### config.mk
export PLATFORM = sky130hd
export DESIGN_NAME = csr_unit
export DESIGN_NICKNAME = d
export VERILOG_FILES = /design/src/rtl/csr_unit_pkg.sv /design/src/rtl/csr_addr_decode.sv /design/src/rtl/csr_status_reg.sv /design/src/rtl/csr_irq_regs.sv /design/src/rtl/csr_unit.sv
export SDC_FILE = /design/constraint.sdc
export NUM_CORES = 1
export LEC_CHECK = 0
export ABC_AREA = 1
export CORE_AREA = 2 2 249 251
export DETAILED_ROUTE_END_ITERATION = 6
export DIE_AREA = 0 0 251 253
export PLACE_DENSITY = 0.72
export SLEW_MARGIN = 20
export SYNTH_ARGS = -nofsm -noshare
export SYNTH_HDL_FRONTEND = slang
export SYNTH_SLANG_ARGS = --single-unit
export TNS_END_PERCENT = 20
### constraint.sdc
create_clock -name clk_i -period 2.5 [get_ports clk_i]
set_input_delay 0.25 -clock clk_i [delete_from_list [all_inputs] [get_ports clk_i]]
set_output_delay 0.25 -clock clk_i [all_outputs]
set_load 0.01 [all_outputs]
### src/rtl/csr_unit_pkg.sv
package csr_unit_pkg;

  localparam logic [11:0] A_SSTATUS = 12'h100;
  localparam logic [11:0] A_SIE     = 12'h104;
  localparam logic [11:0] A_SIP     = 12'h144;
  localparam logic [11:0] A_MSTATUS = 12'h300;
  localparam logic [11:0] A_MIDELEG = 12'h303;
  localparam logic [11:0] A_MIE     = 12'h304;
  localparam logic [11:0] A_MIP     = 12'h344;
  localparam logic [11:0] A_MTVEC   = 12'h305;
  localparam logic [11:0] A_STVEC   = 12'h105;

  // status register masks
  localparam logic [63:0] ST_BASE_M = 64'h0000_0000_0006_61AA;
  localparam logic [63:0] ST_XS_M   = 64'h0000_0000_0001_8000;
  localparam logic [63:0] ST_SVIEW  = 64'h0000_0000_0005_E122;

  // interrupt register masks
  localparam logic [63:0] IP_WMASK  = 64'h0000_0000_0000_0022;
  localparam logic [63:0] IE_MASK   = 64'h0000_0000_0000_12AA;
  localparam logic [63:0] DG_MASK   = 64'h0000_0000_0000_1222;

  // plain registers: index 0 is the machine trap vector
  localparam int unsigned NPLAIN = 10;

  typedef struct packed {
    logic mstatus;
    logic sstatus;
    logic mip;
    logic sip;
    logic mie;
    logic sie;
    logic mideleg;
  } csr_sel_t;

  function automatic logic [11:0] plain_addr(input int unsigned i);
    case (i)
      0:       return A_MTVEC;
      1:       return A_STVEC;
      2:       return 12'h340;
      3:       return 12'h140;
      4:       return 12'h341;
      5:       return 12'h141;
      6:       return 12'h342;
      7:       return 12'h142;
      8:       return 12'h320;
      default: return 12'h321;
    endcase
  endfunction

  function automatic logic [63:0] plain_mask(input int unsigned i);
    if (i <= 1)      return ~64'h3;
    else if (i >= 8) return 64'h7;
    else             return '1;
  endfunction

  function automatic logic [63:0] merge(input logic [63:0] old_v,
                                        input logic [63:0] new_v,
                                        input logic [63:0] mask);
    return (old_v & ~mask) | (new_v & mask);
  endfunction

  function automatic logic priv_ok(input logic [1:0] p);
    return p != 2'b10;
  endfunction

  function automatic logic vm_ok(input int unsigned xlen, input logic [4:0] vm);
    if (vm == 5'd0) return 1'b1;
    if (xlen == 32) return vm == 5'd8;
    return (vm == 5'd9) || (vm == 5'd10);
  endfunction

  function automatic logic st_dirty(input logic [63:0] st);
    return (&st[14:13]) || (&st[16:15]);
  endfunction

endpackage

### src/rtl/csr_addr_decode.sv
module csr_addr_decode
  import csr_unit_pkg::*;
(
  input  logic [11:0]       addr_i,
  output csr_sel_t          sel_o,
  output logic [NPLAIN-1:0] plain_sel_o,
  output logic              hit_o
);

  always_comb begin
    sel_o = '0;
    case (addr_i)
      A_MSTATUS: sel_o.mstatus = 1'b1;
      A_SSTATUS: sel_o.sstatus = 1'b1;
      A_MIP:     sel_o.mip     = 1'b1;
      A_SIP:     sel_o.sip     = 1'b1;
      A_MIE:     sel_o.mie     = 1'b1;
      A_SIE:     sel_o.sie     = 1'b1;
      A_MIDELEG: sel_o.mideleg = 1'b1;
      default:   sel_o = '0;
    endcase
  end

  for (genvar g = 0; g < NPLAIN; g++) begin : g_plain
    assign plain_sel_o[g] = (addr_i == plain_addr(g));
  end

  assign hit_o = (|sel_o) | (|plain_sel_o);

endmodule

### src/rtl/csr_status_reg.sv
module csr_status_reg
  import csr_unit_pkg::*;
#(
  parameter int unsigned XLEN    = 64,
  parameter bit          HAS_EXT = 1'b1
) (
  input  logic        clk_i,
  input  logic        rst_ni,
  input  logic        wr_m_i,
  input  logic        wr_s_i,
  input  logic [63:0] wdata_i,
  output logic [63:0] st_q_o,
  output logic        sd_o
);

  localparam logic [63:0] WMASK = ST_BASE_M | (HAS_EXT ? ST_XS_M : 64'h0);

  logic [63:0] st_d;

  always_comb begin
    st_d = st_q_o;
    if (wr_m_i) begin
      st_d = merge(st_q_o, wdata_i, WMASK);
      if (priv_ok(wdata_i[12:11])) st_d[12:11] = wdata_i[12:11];
      if (vm_ok(XLEN, wdata_i[28:24])) st_d[28:24] = wdata_i[28:24];
    end else if (wr_s_i) begin
      st_d = merge(st_q_o, wdata_i, WMASK & ST_SVIEW);
    end
  end

  always_ff @(posedge clk_i or negedge rst_ni) begin
    if (!rst_ni) st_q_o <= '0;
    else         st_q_o <= st_d;
  end

  assign sd_o = st_dirty(st_q_o);

endmodule

### src/rtl/csr_irq_regs.sv
module csr_irq_regs
  import csr_unit_pkg::*;
(
  input  logic        clk_i,
  input  logic        rst_ni,
  input  logic        we_i,
  input  csr_sel_t    sel_i,
  input  logic [63:0] wdata_i,
  output logic [63:0] mip_q_o,
  output logic [63:0] mie_q_o,
  output logic [63:0] deleg_q_o
);

  logic [63:0] mip_d, mie_d, deleg_d;

  always_comb begin
    mip_d   = mip_q_o;
    mie_d   = mie_q_o;
    deleg_d = deleg_q_o;
    if (we_i && sel_i.mip) mip_d = merge(mip_q_o, wdata_i, IP_WMASK);
    if (we_i && sel_i.sip) mip_d = merge(mip_q_o, wdata_i, IP_WMASK & deleg_q_o);
    if (we_i && sel_i.mie) mie_d = merge(mie_q_o, wdata_i, IE_MASK);
    if (we_i && sel_i.sie) mie_d = merge(mie_q_o, wdata_i, IE_MASK & deleg_q_o);
    if (we_i && sel_i.mideleg) deleg_d = merge(deleg_q_o, wdata_i, DG_MASK);
  end

  always_ff @(posedge clk_i or negedge rst_ni) begin
    if (!rst_ni) begin
      mip_q_o   <= '0;
      mie_q_o   <= '0;
      deleg_q_o <= '0;
    end else begin
      mip_q_o   <= mip_d;
      mie_q_o   <= mie_d;
      deleg_q_o <= deleg_d;
    end
  end

endmodule

### src/rtl/csr_unit.sv
module csr_unit
  import csr_unit_pkg::*;
#(
  parameter int unsigned XLEN      = 64,
  parameter bit          HAS_EXT   = 1'b1,
  parameter logic [63:0] MTVEC_RST = 64'h0000_0000_0000_0100
) (
  input  logic            clk_i,
  input  logic            rst_ni,
  input  logic [11:0]     csr_addr_i,
  input  logic [XLEN-1:0] csr_wdata_i,
  input  logic            csr_we_i,
  output logic [XLEN-1:0] csr_rdata_o,
  output logic            csr_illegal_o
);

  localparam logic [63:0] XMASK   = (XLEN >= 64) ? {64{1'b1}} : ((64'd1 << XLEN) - 64'd1);
  localparam logic [63:0] MTV_EFF = MTVEC_RST & ~64'h3 & XMASK;

  // named internal events and state for the checker
  csr_sel_t          sel;
  logic [NPLAIN-1:0] plain_sel;
  logic              hit;
  logic              wr_fire;
  logic [63:0]       wdata64;
  logic [63:0]       st_q, mip_q, mie_q, deleg_q;
  logic              sd;
  logic [63:0]       sd_word;
  logic [63:0]       rd64;
  logic [63:0]       plain_q [NPLAIN];

  assign wdata64 = 64'(csr_wdata_i);
  assign wr_fire = csr_we_i & hit;

  csr_addr_decode dec_i (
    .addr_i      (csr_addr_i),
    .sel_o       (sel),
    .plain_sel_o (plain_sel),
    .hit_o       (hit)
  );

  csr_status_reg #(.XLEN(XLEN), .HAS_EXT(HAS_EXT)) status_i (
    .clk_i   (clk_i),
    .rst_ni  (rst_ni),
    .wr_m_i  (csr_we_i & sel.mstatus),
    .wr_s_i  (csr_we_i & sel.sstatus),
    .wdata_i (wdata64),
    .st_q_o  (st_q),
    .sd_o    (sd)
  );

  csr_irq_regs irq_i (
    .clk_i     (clk_i),
    .rst_ni    (rst_ni),
    .we_i      (csr_we_i),
    .sel_i     (sel),
    .wdata_i   (wdata64),
    .mip_q_o   (mip_q),
    .mie_q_o   (mie_q),
    .deleg_q_o (deleg_q)
  );

  for (genvar g = 0; g < NPLAIN; g++) begin : g_plain
    localparam logic [63:0] RST_V = (g == 0) ? MTV_EFF : 64'h0;
    always_ff @(posedge clk_i or negedge rst_ni) begin
      if (!rst_ni)
        plain_q[g] <= RST_V;
      else if (wr_fire && plain_sel[g])
        plain_q[g] <= merge(plain_q[g], wdata64, plain_mask(g));
    end
  end

  assign sd_word = 64'(sd) << (XLEN - 1);

  always_comb begin
    rd64 = '0;
    if (sel.mstatus) rd64 = st_q | sd_word;
    if (sel.sstatus) rd64 = (st_q & ST_SVIEW) | sd_word;
    if (sel.mip)     rd64 = mip_q;
    if (sel.sip)     rd64 = mip_q & deleg_q;
    if (sel.mie)     rd64 = mie_q;
    if (sel.sie)     rd64 = mie_q & deleg_q;
    if (sel.mideleg) rd64 = deleg_q;
    for (int i = 0; i < NPLAIN; i++)
      if (plain_sel[i]) rd64 = plain_q[i];
  end

  assign csr_rdata_o   = rd64[XLEN-1:0];
  assign csr_illegal_o = ~hit;

endmodule

==> results by group <==
Run status
  – Status: finished, final reports clean

Timing
  – Slew headroom: 0.231
  – Fmax: 406 MHz
  – Final hold viol count: 0
  – Post-route clock period utilization: 0.984
  – Final setup fails: 0
  – Post-layout min period: 2460 ps
  – Hold WS: between 80 and 90 ps
  – Worst Tran Pin Value: 1150 ps
  – Unrepaired setup endpoints after global routing: yes
  – Clock skew: 2.60 ps
  – Final max-slew violation count: 0
  – Final TNS setup: 0 ps

Synth
  – Post-synthesis adder-cell area fraction: 0
  – Mean Syn Cell Area: between 8 and 9 µm²
  – Synth Register Bits: roughly 540
  – Syn Nets: 3430
  – Netlist Area Pre-Place: approximately 27000 µm²
  – Netlist cell types: 47
  – Asr flop ratio synth: 1.00
  – Number of synthesized flops with an enable pin: 0
  – Cell taking the most area after synthesis: dfrtp_1
  – Synth area leaders: dfrtp_1 50%, nand2_1 17%, nand4_1 11%
  – Post-Synth XOR/XNOR Area: 0
  – Ys Warns: 0
  – Post-synthesis mux area share: 0.0198
  – Register area share after synthesis: 0.501
  – Syn Inst Count: 3351
  – Simple-gate share of the synthesized area: 0.320
  – Largest family of logic cells by synthesized area: simple AND/OR/NAND/NOR gates
  – Synth Area in Compound Gates: 0.0828
  – Predominant post-synthesis flop cell: dfrtp_1
  – Synth top area share: 0.500

Floorplanning
  – IO Pins: between 100 and 150
  – Core ar.: 61000 µm²
  – Die height: ~250 µm
  – Chip Width: 251 µm
  – Row Count: 91
  – Initial core utilization: 0.445
  – Total Die Area: approximately 64000 µm²

Route
  – Residual DRC: 0
  – Routed len/inst: 21.6 µm
  – Initial detailed-routing violation count: 3650
  – Antenna Violating Nets Remaining: 0
  – Pre-Repair DR Iteration Count: 6
  – Via density: 6.01
  – Routed wire length: ~97000 µm
  – Via count: 27.1k

Clock network
  – Root Driver: clkbuf_16
  – Clock-pin transition on the worst setup and hold timing paths: 60 ps
  – Inserted Clock Buffers: 57
  – H-tree depth: 2
  – CTS tree: built
  – Clk_lat worst skew: 630 ps
  – Sink Count: roughly 540
  – Clock Path Buffers: 3

GRT
  – First-pass GRT wire length: 151000 µm
  – Gr ovfl total: 0
  – Largest net degree at the start of global routing: 217
  – Antenna violations before repair: 0
  – Met3 Use GR: 0.0573
  – Vias in the first global route: 25.9k
  – Met1 track demand over resource: 0.406
  – Met2 usage: 0.468
  – Top Usage Layer GRT: met2
  – GRT Resource Usage Total: 0.302

Final layout
  – Design area: 35400 µm²
  – Synth-to-layout area growth: 30.4%
  – Most frequent cells in the layout: 1231 x nand2_1, 543 x dfrtp_1, 461 x nand4_1
  – Nets: 3757
  – Final Non-Filler Cells: ~4.5k
  – Most common cell after layout, fill and taps aside: nand2_1
  – Layout cells sized above 1: 0.220
  – Fin util: 0.580
  – # fillers: 5108

Pwr
  – Cell Pwr Density: 505 nW/µm²
  – Max rail drop VDD: approximately 0.00049 V
  – Leak Pwr: 18.6 nW

Placed design
  – Placed cells: between 4k and 5k
  – HPWL after detailed placement: slightly below 60000 µm
  – Post-Place Cell Area: 31500 µm²
  – RePlAce Congestion: 0.884
  – Number of port buffers: around 140

Worst setup path
  – CP cell instances: buf_2 > inv_2 > nand2_4 > nor2_4 > nand2_4 > nor2_4 > buf_12 > bufbuf_16 > nand2_1 > nand3_1 > o21ai_1 > nand2_1 > o2111ai_2 > a21oi_1 > buf_2
  – Crit path arrival time: around 2200 ps
  – Worst setup SP type: input pin
  – CP Capture Type: output pin
  – Worst path slowest cell: bufbuf_16
  – Critical Path RT: 2250 ps
  – CP Class: in2out
  – Critical path's top delay family: buffers and inverters
  – Slowest stage delay, CP: 280 ps
  – Worst path bufs/invs: 5
  – Worst Path Max Fanout: 5

Worst hold path
  – Hold Crit Class: in2async

Flow run
  – Max-cap violations: 0
[power by group]
part           internal (mW)  switching [mW]
combinational          0.225           0.593
clock                   4.64            3.61
sequential              8.81         0.00431
[flip-flops by register name, summed over array words and instances, names as in the netlist, named ones only]
signal	count
plain_q	514
irq_i.deleg_q_o	4
irq_i.mie_q_o	2
status_i.st_q_o	18
[worst register-to-register path, cell delays in order (launching register included)]
cell and delay (ps):
dfrtp_1 410, o21ai_0 270, mux2i_1 210, inv_1 60
[cells in the mapped netlist, drive strengths merged (3+ instances only)]
master,number
a311oi,4
buf,161
nor3,10
o22ai,22
mux2,45
dfrtp,543
nand2,1263
a22oi,7
o21ai,126
o211ai,10
nand4,461
a21oi,185
nor2,119
nand3,71
clkbuf,174
or2,4
inv,93
a22o,3
mux2i,3
o2111ai,14
o221ai,19
[through the flow]
step                total power [mW]  setup slack, ps
floorplan                       9.26              446
global placement                9.75             -884
detailed placement              9.75             -856
CTS                             17.9            -8.35
global route                    18.3             -113
finish                          17.9             38.9
[final cells by class]
| cell class | instances | area (µm²) | share of cell area |
|---|---|---|---|
| sequential | 544 | 13600 | 0.384 |
| multi-input combinational | 2377 | 12100 | 0.340 |
| timing repair buffer | 603 | 6580 | 0.186 |
| clock buffer | 86 | 1660 | 0.0468 |
| tap | 790 | 988 | 0.0279 |
| inverter | 95 | 410 | 0.0116 |
| clock inverter | 12 | 111 | 0.00314 |
| antenna | 1 | 2.50 | 0.0000707 |
[path summary, 6_finish.rpt]
path	depth (start not counted)	endpoint	slack (ps)	from
setup / recovery	15	csr_rdata_o[45]	40	csr_addr_i[3]
hold / removal	2	plain_q[216]	90	rst_ni
setup reg to reg	3	register	1440	irq_i.deleg_q_o[1]
hold reg to reg	2	plain_q[562]	470	plain_q[562]
max in group asynchronous	4	plain_q[0]	1400	rst_ni
min in group clk_i	5	register	190	csr_addr_i[9]
[cell families (layout without fill, tap and decap cells)]
logic type      count (synthesis)  in the layout
compound gates                399            399
mux                            48             48
other cells                     0              1
buf+inv                       430            796
simple gates                 1930           1930
flops                         544            544
[metal layers]
layer	wire length (µm)	vias up
met3	9410	329
met4	5190	0
met5	0	-
met1	38400	13143
li1	-	12050
met2	44300	1575
[what timing repair did]
action / 4_1_cts / 5_1_grt
pin swaps: 81 / 56
setup buffers: 90 / 13
resized for setup: 494 / 69
endpoints found under the hold margin: 406 / 0
setup endpoints to repair: 357 / 95
hold buffers: 2 / 0
gates cloned: 25 / 0
No activity file was read; power rests on OpenSTA's default activity.
